## config.mk

```make
export PLATFORM = sky130hd
export DESIGN_NAME = shrot_unit
export DESIGN_NICKNAME = d
export VERILOG_FILES = /design/src/rtl/shrot_pkg.sv /design/src/rtl/shrot_decode.sv /design/src/rtl/shrot_lane.sv /design/src/rtl/shrot_count.sv /design/src/rtl/shrot_unit.sv
export SDC_FILE = /design/constraint.sdc
export NUM_CORES = 1
export LEC_CHECK = 0
export ABC_CLOCK_PERIOD_IN_PS = 3050
export BUFFER_PORTS_ARGS = -buffer_cell sky130_fd_sc_hd__buf_2
export CAP_MARGIN = 20
export CORE_MARGIN = 2
export CORE_UTILIZATION = 55
export DETAILED_ROUTE_END_ITERATION = 8
export GPL_TIMING_DRIVEN = 0
export MAX_ROUTING_LAYER = met4
export PLACE_DENSITY = 0.9
export SETUP_SLACK_MARGIN = 0.2
export SLEW_MARGIN = 20
export SYNTH_ARGS = -nofsm -noshare
export SYNTH_HDL_FRONTEND = slang
export SYNTH_SLANG_ARGS = --single-unit
```

## constraint.sdc

```tcl
create_clock -name clk -period 3.05 [get_ports clk]
set_clock_uncertainty 0.2 [all_clocks]
set_input_delay 0.4575 -clock clk [delete_from_list [all_inputs] [get_ports clk]]
set_output_delay 0.4575 -clock clk [all_outputs]
set_load 0.05 [all_outputs]
```

## src/rtl/shrot_pkg.sv

```systemverilog
// Shared types for the shift-rotate unit: opcode width and decoded-operation record.
package shrot_pkg;
    localparam int unsigned OP_W = 9;

    typedef enum logic [1:0] {
        TGT_NONE = 2'd0,
        TGT_AC   = 2'd1,
        TGT_IO   = 2'd2,
        TGT_PAIR = 2'd3
    } tgt_e;

    typedef struct packed {
        logic legal;
        tgt_e tgt;
        logic right;
        logic arith;
    } op_dec_t;
endpackage

```

## src/rtl/shrot_decode.sv

```systemverilog
// Decodes the 9-bit operation code into target, direction and shift/rotate.
// Assumes octal 6DT encoding: [8:4]=11011, [3]=right, [2]=arith, [1:0]=target.
module shrot_decode
    import shrot_pkg::*;
(
    input  logic [OP_W-1:0] op,
    output op_dec_t         dec
);
    // Purpose: pure field split plus legality check.
    always_comb begin
        dec.legal = (op[8:4] == 5'b11011) && (op[1:0] != 2'b00);
        dec.tgt   = dec.legal ? tgt_e'(op[1:0]) : TGT_NONE;
        dec.right = op[3];
        dec.arith = op[2];
    end
endmodule

```

## src/rtl/shrot_lane.sv

```systemverilog
// One-position move of a W-bit word: rotate or ones'-complement arithmetic shift.
// Assumes the sign is bit W-1 and W >= 3.
module shrot_lane #(
    parameter int unsigned W = 36
) (
    input  logic [W-1:0] d,
    input  logic         right,
    input  logic         arith,
    output logic [W-1:0] q
);
    // Purpose: select one of the four single-step results.
    always_comb begin
        unique case ({arith, right})
            2'b00:   q = {d[W-2:0], d[W-1]};
            2'b01:   q = {d[0], d[W-1:1]};
            2'b10:   q = {d[W-1], d[W-3:0], d[W-1]};
            default: q = {d[W-1], d[W-1], d[W-2:1]};
        endcase
    end
endmodule

```

## src/rtl/shrot_count.sv

```systemverilog
// Step counter: holds busy for the programmed number of steps, then pulses done.
// Assumes load is only asserted while idle; go=0 means finish without steps.
module shrot_count #(
    parameter int unsigned CNT_W = 7
) (
    input  logic             clk,
    input  logic             rst_n,
    input  logic             load,
    input  logic             go,
    input  logic [CNT_W-1:0] cnt,
    output logic             busy,
    output logic             done
);
    logic [CNT_W-1:0] rem_q;

    // Purpose: load, count down and signal completion.
    always_ff @(posedge clk) begin
        if (!rst_n) begin
            busy  <= 1'b0;
            done  <= 1'b0;
            rem_q <= '0;
        end else begin
            done <= 1'b0;
            if (busy) begin
                rem_q <= rem_q - 1'b1;
                if (rem_q == CNT_W'(1)) begin
                    busy <= 1'b0;
                    done <= 1'b1;
                end
            end else if (load) begin
                if (go) begin
                    busy  <= 1'b1;
                    rem_q <= cnt;
                end else begin
                    done <= 1'b1;
                end
            end
        end
    end

    a_r7_last_step: assert property (@(posedge clk) disable iff (!rst_n)
        busy && rem_q == CNT_W'(1) |=> !busy && done);
    a_r7_mutex: assert property (@(posedge clk) disable iff (!rst_n)
        !(busy && done));
    a_r8_zero_done: assert property (@(posedge clk) disable iff (!rst_n)
        !busy && load && !go |=> done && !busy);
endmodule

```

## src/rtl/shrot_unit.sv

```systemverilog
// Iterative shift-rotate unit over an accumulator, an in-out register, or both
// as one 72-bit ring. One position per clock; start is taken only while idle.
// Assumes synchronous active-low reset applied before use.
module shrot_unit
    import shrot_pkg::*;
#(
    parameter int unsigned W     = 36,
    parameter int unsigned CNT_W = 7
) (
    input  logic             clk,
    input  logic             rst_n,
    input  logic             start,
    input  logic [OP_W-1:0]  opcode,
    input  logic [CNT_W-1:0] count,
    input  logic [W-1:0]     ac_in,
    input  logic [W-1:0]     io_in,
    output logic             busy,
    output logic             done,
    output logic [W-1:0]     ac_out,
    output logic [W-1:0]     io_out
);
    localparam int unsigned PW = 2 * W;

    op_dec_t        dec, dec_q;
    logic [W-1:0]   ac_q, io_q;
    logic           load;
    logic [W-1:0]   one_in  [2];
    logic [W-1:0]   one_out [2];
    logic [PW-1:0]  pair_out;

    assign load = start && !busy;

    shrot_decode u_dec (.op(opcode), .dec(dec));

    shrot_count #(.CNT_W(CNT_W)) u_cnt (
        .clk(clk), .rst_n(rst_n), .load(load),
        .go(dec.legal && (count != '0)), .cnt(count),
        .busy(busy), .done(done)
    );

    assign one_in[0] = ac_q;
    assign one_in[1] = io_q;

    // Purpose: one single-width lane per register.
    for (genvar g = 0; g < 2; g++) begin : g_lane
        shrot_lane #(.W(W)) u_lane (
            .d(one_in[g]), .right(dec_q.right), .arith(dec_q.arith), .q(one_out[g])
        );
    end

    shrot_lane #(.W(PW)) u_pair (
        .d({ac_q, io_q}), .right(dec_q.right), .arith(dec_q.arith), .q(pair_out)
    );

    // Purpose: capture operands at start, then apply one step per busy cycle.
    always_ff @(posedge clk) begin
        if (!rst_n) begin
            ac_q  <= '0;
            io_q  <= '0;
            dec_q <= '0;
        end else if (load) begin
            ac_q  <= ac_in;
            io_q  <= io_in;
            dec_q <= dec;
        end else if (busy) begin
            unique case (dec_q.tgt)
                TGT_AC:   ac_q <= one_out[0];
                TGT_IO:   io_q <= one_out[1];
                TGT_PAIR: {ac_q, io_q} <= pair_out;
                default:  ;
            endcase
        end
    end

    assign ac_out = ac_q;
    assign io_out = io_q;

    a_r3_other_stable: assert property (@(posedge clk) disable iff (!rst_n)
        busy && dec_q.tgt == TGT_AC |=> $stable(io_q));
    a_r3_rot_popcount: assert property (@(posedge clk) disable iff (!rst_n)
        busy && !dec_q.arith && dec_q.tgt == TGT_IO |=> $countones(io_q) == $countones($past(io_q)));
    a_r5_sign_kept: assert property (@(posedge clk) disable iff (!rst_n)
        busy && dec_q.arith && dec_q.tgt != TGT_IO |=> ac_q[W-1] == $past(ac_q[W-1]));
    a_r10_op_held: assert property (@(posedge clk) disable iff (!rst_n)
        busy |=> $stable(dec_q));
    a_r11_idle_hold: assert property (@(posedge clk) disable iff (!rst_n)
        !busy && !start |=> $stable(ac_q) && $stable(io_q));
endmodule

```

==> out/metrics.cfg <==
[place]
dp.final_hpwl_um=10300
port_buffers=164
gp_congestion=0.914

[cts]
post-cts-setup-buffers=0
cts_tree=done
cts_root_buf=clkbuf_8
path_clk_slew_ns=0.10
numCtsBuffers=9
clock-sinks=85
clk_path_buf_depth=2
insertion_delay_ns=0.37
ctsResizeCount=0
ctsHoldBuffers=0
cts_htree_levels=3

[die]
die_h_um=97.4
ios=165
rows=34
die_w_um=97.4
core_area_sq_um=8590
start_util_pct=55.8
die_area_sq_um=9490

[finish]
finish.utilization_pct=69.3
final_nets=846
final_cell_mix=189 x buf_2, 146 x nand2_1, 85 x dfxtp_1
diodes=0
regArea_sq_um=1700
multi_input_area_sq_um=2790
drive_above_1_share_pct=29.9
syn2layout_area_growth_pct=24.0
fill_cells=728
layout_commonest_cell=buf_2

[worst_setup_path]
cp_slowest_cell=dfxtp_1
path_max_fanout=10
path_class=register to register
rr_worst_depth=6
start_kind=register
critPathArrivalTime_ns=1.96
worstPathRequired_ns=3.14
critPathMaxStageDelay_ns=0.36
path_common_cell=buf_4
setup.worst_path.end_class=register
crit_chain=buf_4 > nor2b_1 > buf_4 > buf_2 > nand2_1 > a21boi_0

[routing]
ant_nets=0
vias_per_cell=5.84
route.detailed.drc=0
wl_per_cell_um=16.2
dr.first_iter.drc_count=206
wirelength_um=14000
firstDrtPassIters=4
vias=5056

[global_route]
antenna_found_initial=0
grt_max_degree=16
grt.total_usage_pct=29.6
grt_pass1_wl_um=22600
grt_pass1_vias=4821
grt_overflow=0

[synthesis]
yosysWarnings=0
syn_area_sq_um=4800
synth-edff-count=0
ys_types=46
syn_inst=578
synth-async-reset-ratio_pct=0
synthFlopType=dfxtp_1
postSynthAreaPerCell_sq_um=8.30
syn_nets=671
ys_seq_area_share_pct=35.5
yosys_register_bits=85

[sta]
relSlewSlack_pct=66.0
tightest_slew_ns=0.510
finalCriticalPeriod_ns=1.87
hold_viol_final=0
final_max_slew_viol_count=0
rsz0062_at_grt=false
setup_violations=0
period_share_pct=61.3
timing.fmax_mhz=535
fin_setup_tns_ns=0

[power]
clkPwrFrac_pct=31.5
power_frac_seq_pct=46.7
peakVddDrop_mv=0.219
internal_power_uw=1740
p_per_area_nw_per_um2=443
switchingPower_uw=894
netSwitchingFraction_pct=33.9
p_comb_share_pct=21.8
cellLeakagePower_uw=0.00250

[min_path]
hold_depth=3
min_path_type=primary input to register

[job]
max_cap_viol_count=0

[outcome]
status=complete, no violations

[logic make-up (layout without fill, tap and decap cells)]
family | Yosys count | count (layout) | share of synthesized area (%)
fa+ha+maj | 2 | 2 | 0.521
simple gates | 179 | 179 | 16.4
flops | 85 | 85 | 35.5
buf+inv | 59 | 239 | 6.47
compound gates | 177 | 177 | 25.4
xor+xnor | 5 | 5 | 0.913
mux | 71 | 71 | 14.9
[cells in the mapped netlist (2+ instances only)]
library cell | n | area [sq um]
nor4_1 | 2 | 12.5
nand2_1 | 146 | 548
and2_1 | 2 | 12.5
xnor2_1 | 2 | 17.5
a21oi_1 | 48 | 240
mux2_2 | 2 | 22.5
dfxtp_1 | 85 | 1700
o21ai_0 | 4 | 20.0
mux2i_1 | 69 | 691
a22o_1 | 3 | 26.3
buf_2 | 25 | 125
o311a_1 | 2 | 20.0
inv_1 | 6 | 22.5
nor2_1 | 6 | 22.5
nand2b_1 | 5 | 31.3
a22oi_1 | 3 | 22.5
ha_1 | 2 | 25.0
a21boi_1 | 18 | 135
buf_4 | 10 | 75.1
clkbuf_1 | 15 | 56.3
nor2b_1 | 3 | 18.8
nor3_4 | 2 | 32.5
nor3_1 | 2 | 10.0
buf_6 | 2 | 22.5
o211ai_1 | 70 | 526
o21a_1 | 4 | 30.0
xor2_1 | 3 | 26.3
and3_1 | 2 | 12.5
nand3b_1 | 2 | 15.0
a21boi_0 | 16 | 120
a311o_1 | 2 | 20.0
[through the flow]
stage                     power, uW  hold WS [ns]  setup WS, ns  area [sq um]  std cells
final                          2640         0.112          1.18          5950        866
after global routing           2720         0.124          1.05          5950        866
after CTS                      2630         0.114          1.19          5950        866
after global placement         1810         0.274          1.13          5750        850
after detailed placement       1830         0.287          1.08          5750        850
after floorplan                1640         0.250          1.18          4800        578
[power groups by stage]
stage               registers, uW  clock network, uW  logic (uW)
floorplan                    1430                  0         219
global placement             1250                  0         561
detailed placement           1250                  0         572
CTS                          1230                828         574
global route                 1240                867         613
finish                       1230                831         575
[flip-flops by register name (all words and copies together), names as in the netlist]
name         cells
io_out          36
u_cnt.done       1
ac_out          36
dec_q            4
u_cnt.busy       1
u_cnt.rem_q      7
[cell type report]
cell class	instances	share of cell area, %
Sequential cell	85	28.6
Clock buffer	9	2.08
Clock inverter	7	1.24
Buffer	53	4.83
Timing Repair Buffer	164	13.8
Inverter	6	0.378
Tap cell	108	2.27
Multi-Input combinational cell	434	46.8
[worst max-delay path, delay by kind of cell (launching register included)]
family | cells | cell delay (ns)
AOI/OAI and AO/OA | 1 | 0.17
and+or+nand+nor | 2 | 0.36
DFF | 1 | 0.36
buffers and inverters | 3 | 0.70
[per-layer routing]
layer	vias up	routed length, um	global-route usage (%)
met4	0	344	11.6
met3	30	924	3.60
li1	2406	-	-
met5	-	0	-
met1	2413	5970	37.7
met2	207	6800	48.2
[worst paths after layout]
check | start | to | slack (ns)
hold reg to reg | dec_q[0] | dec_q[0] | 0.31
setup reg to reg | u_cnt.busy | ac_out[33] | 1.18
setup / recovery | u_cnt.busy | ac_out[33] | 1.18
hold / removal | io_in[7] | io_out[7] | 0.11
No activity file was read; power rests on OpenSTA's default activity.
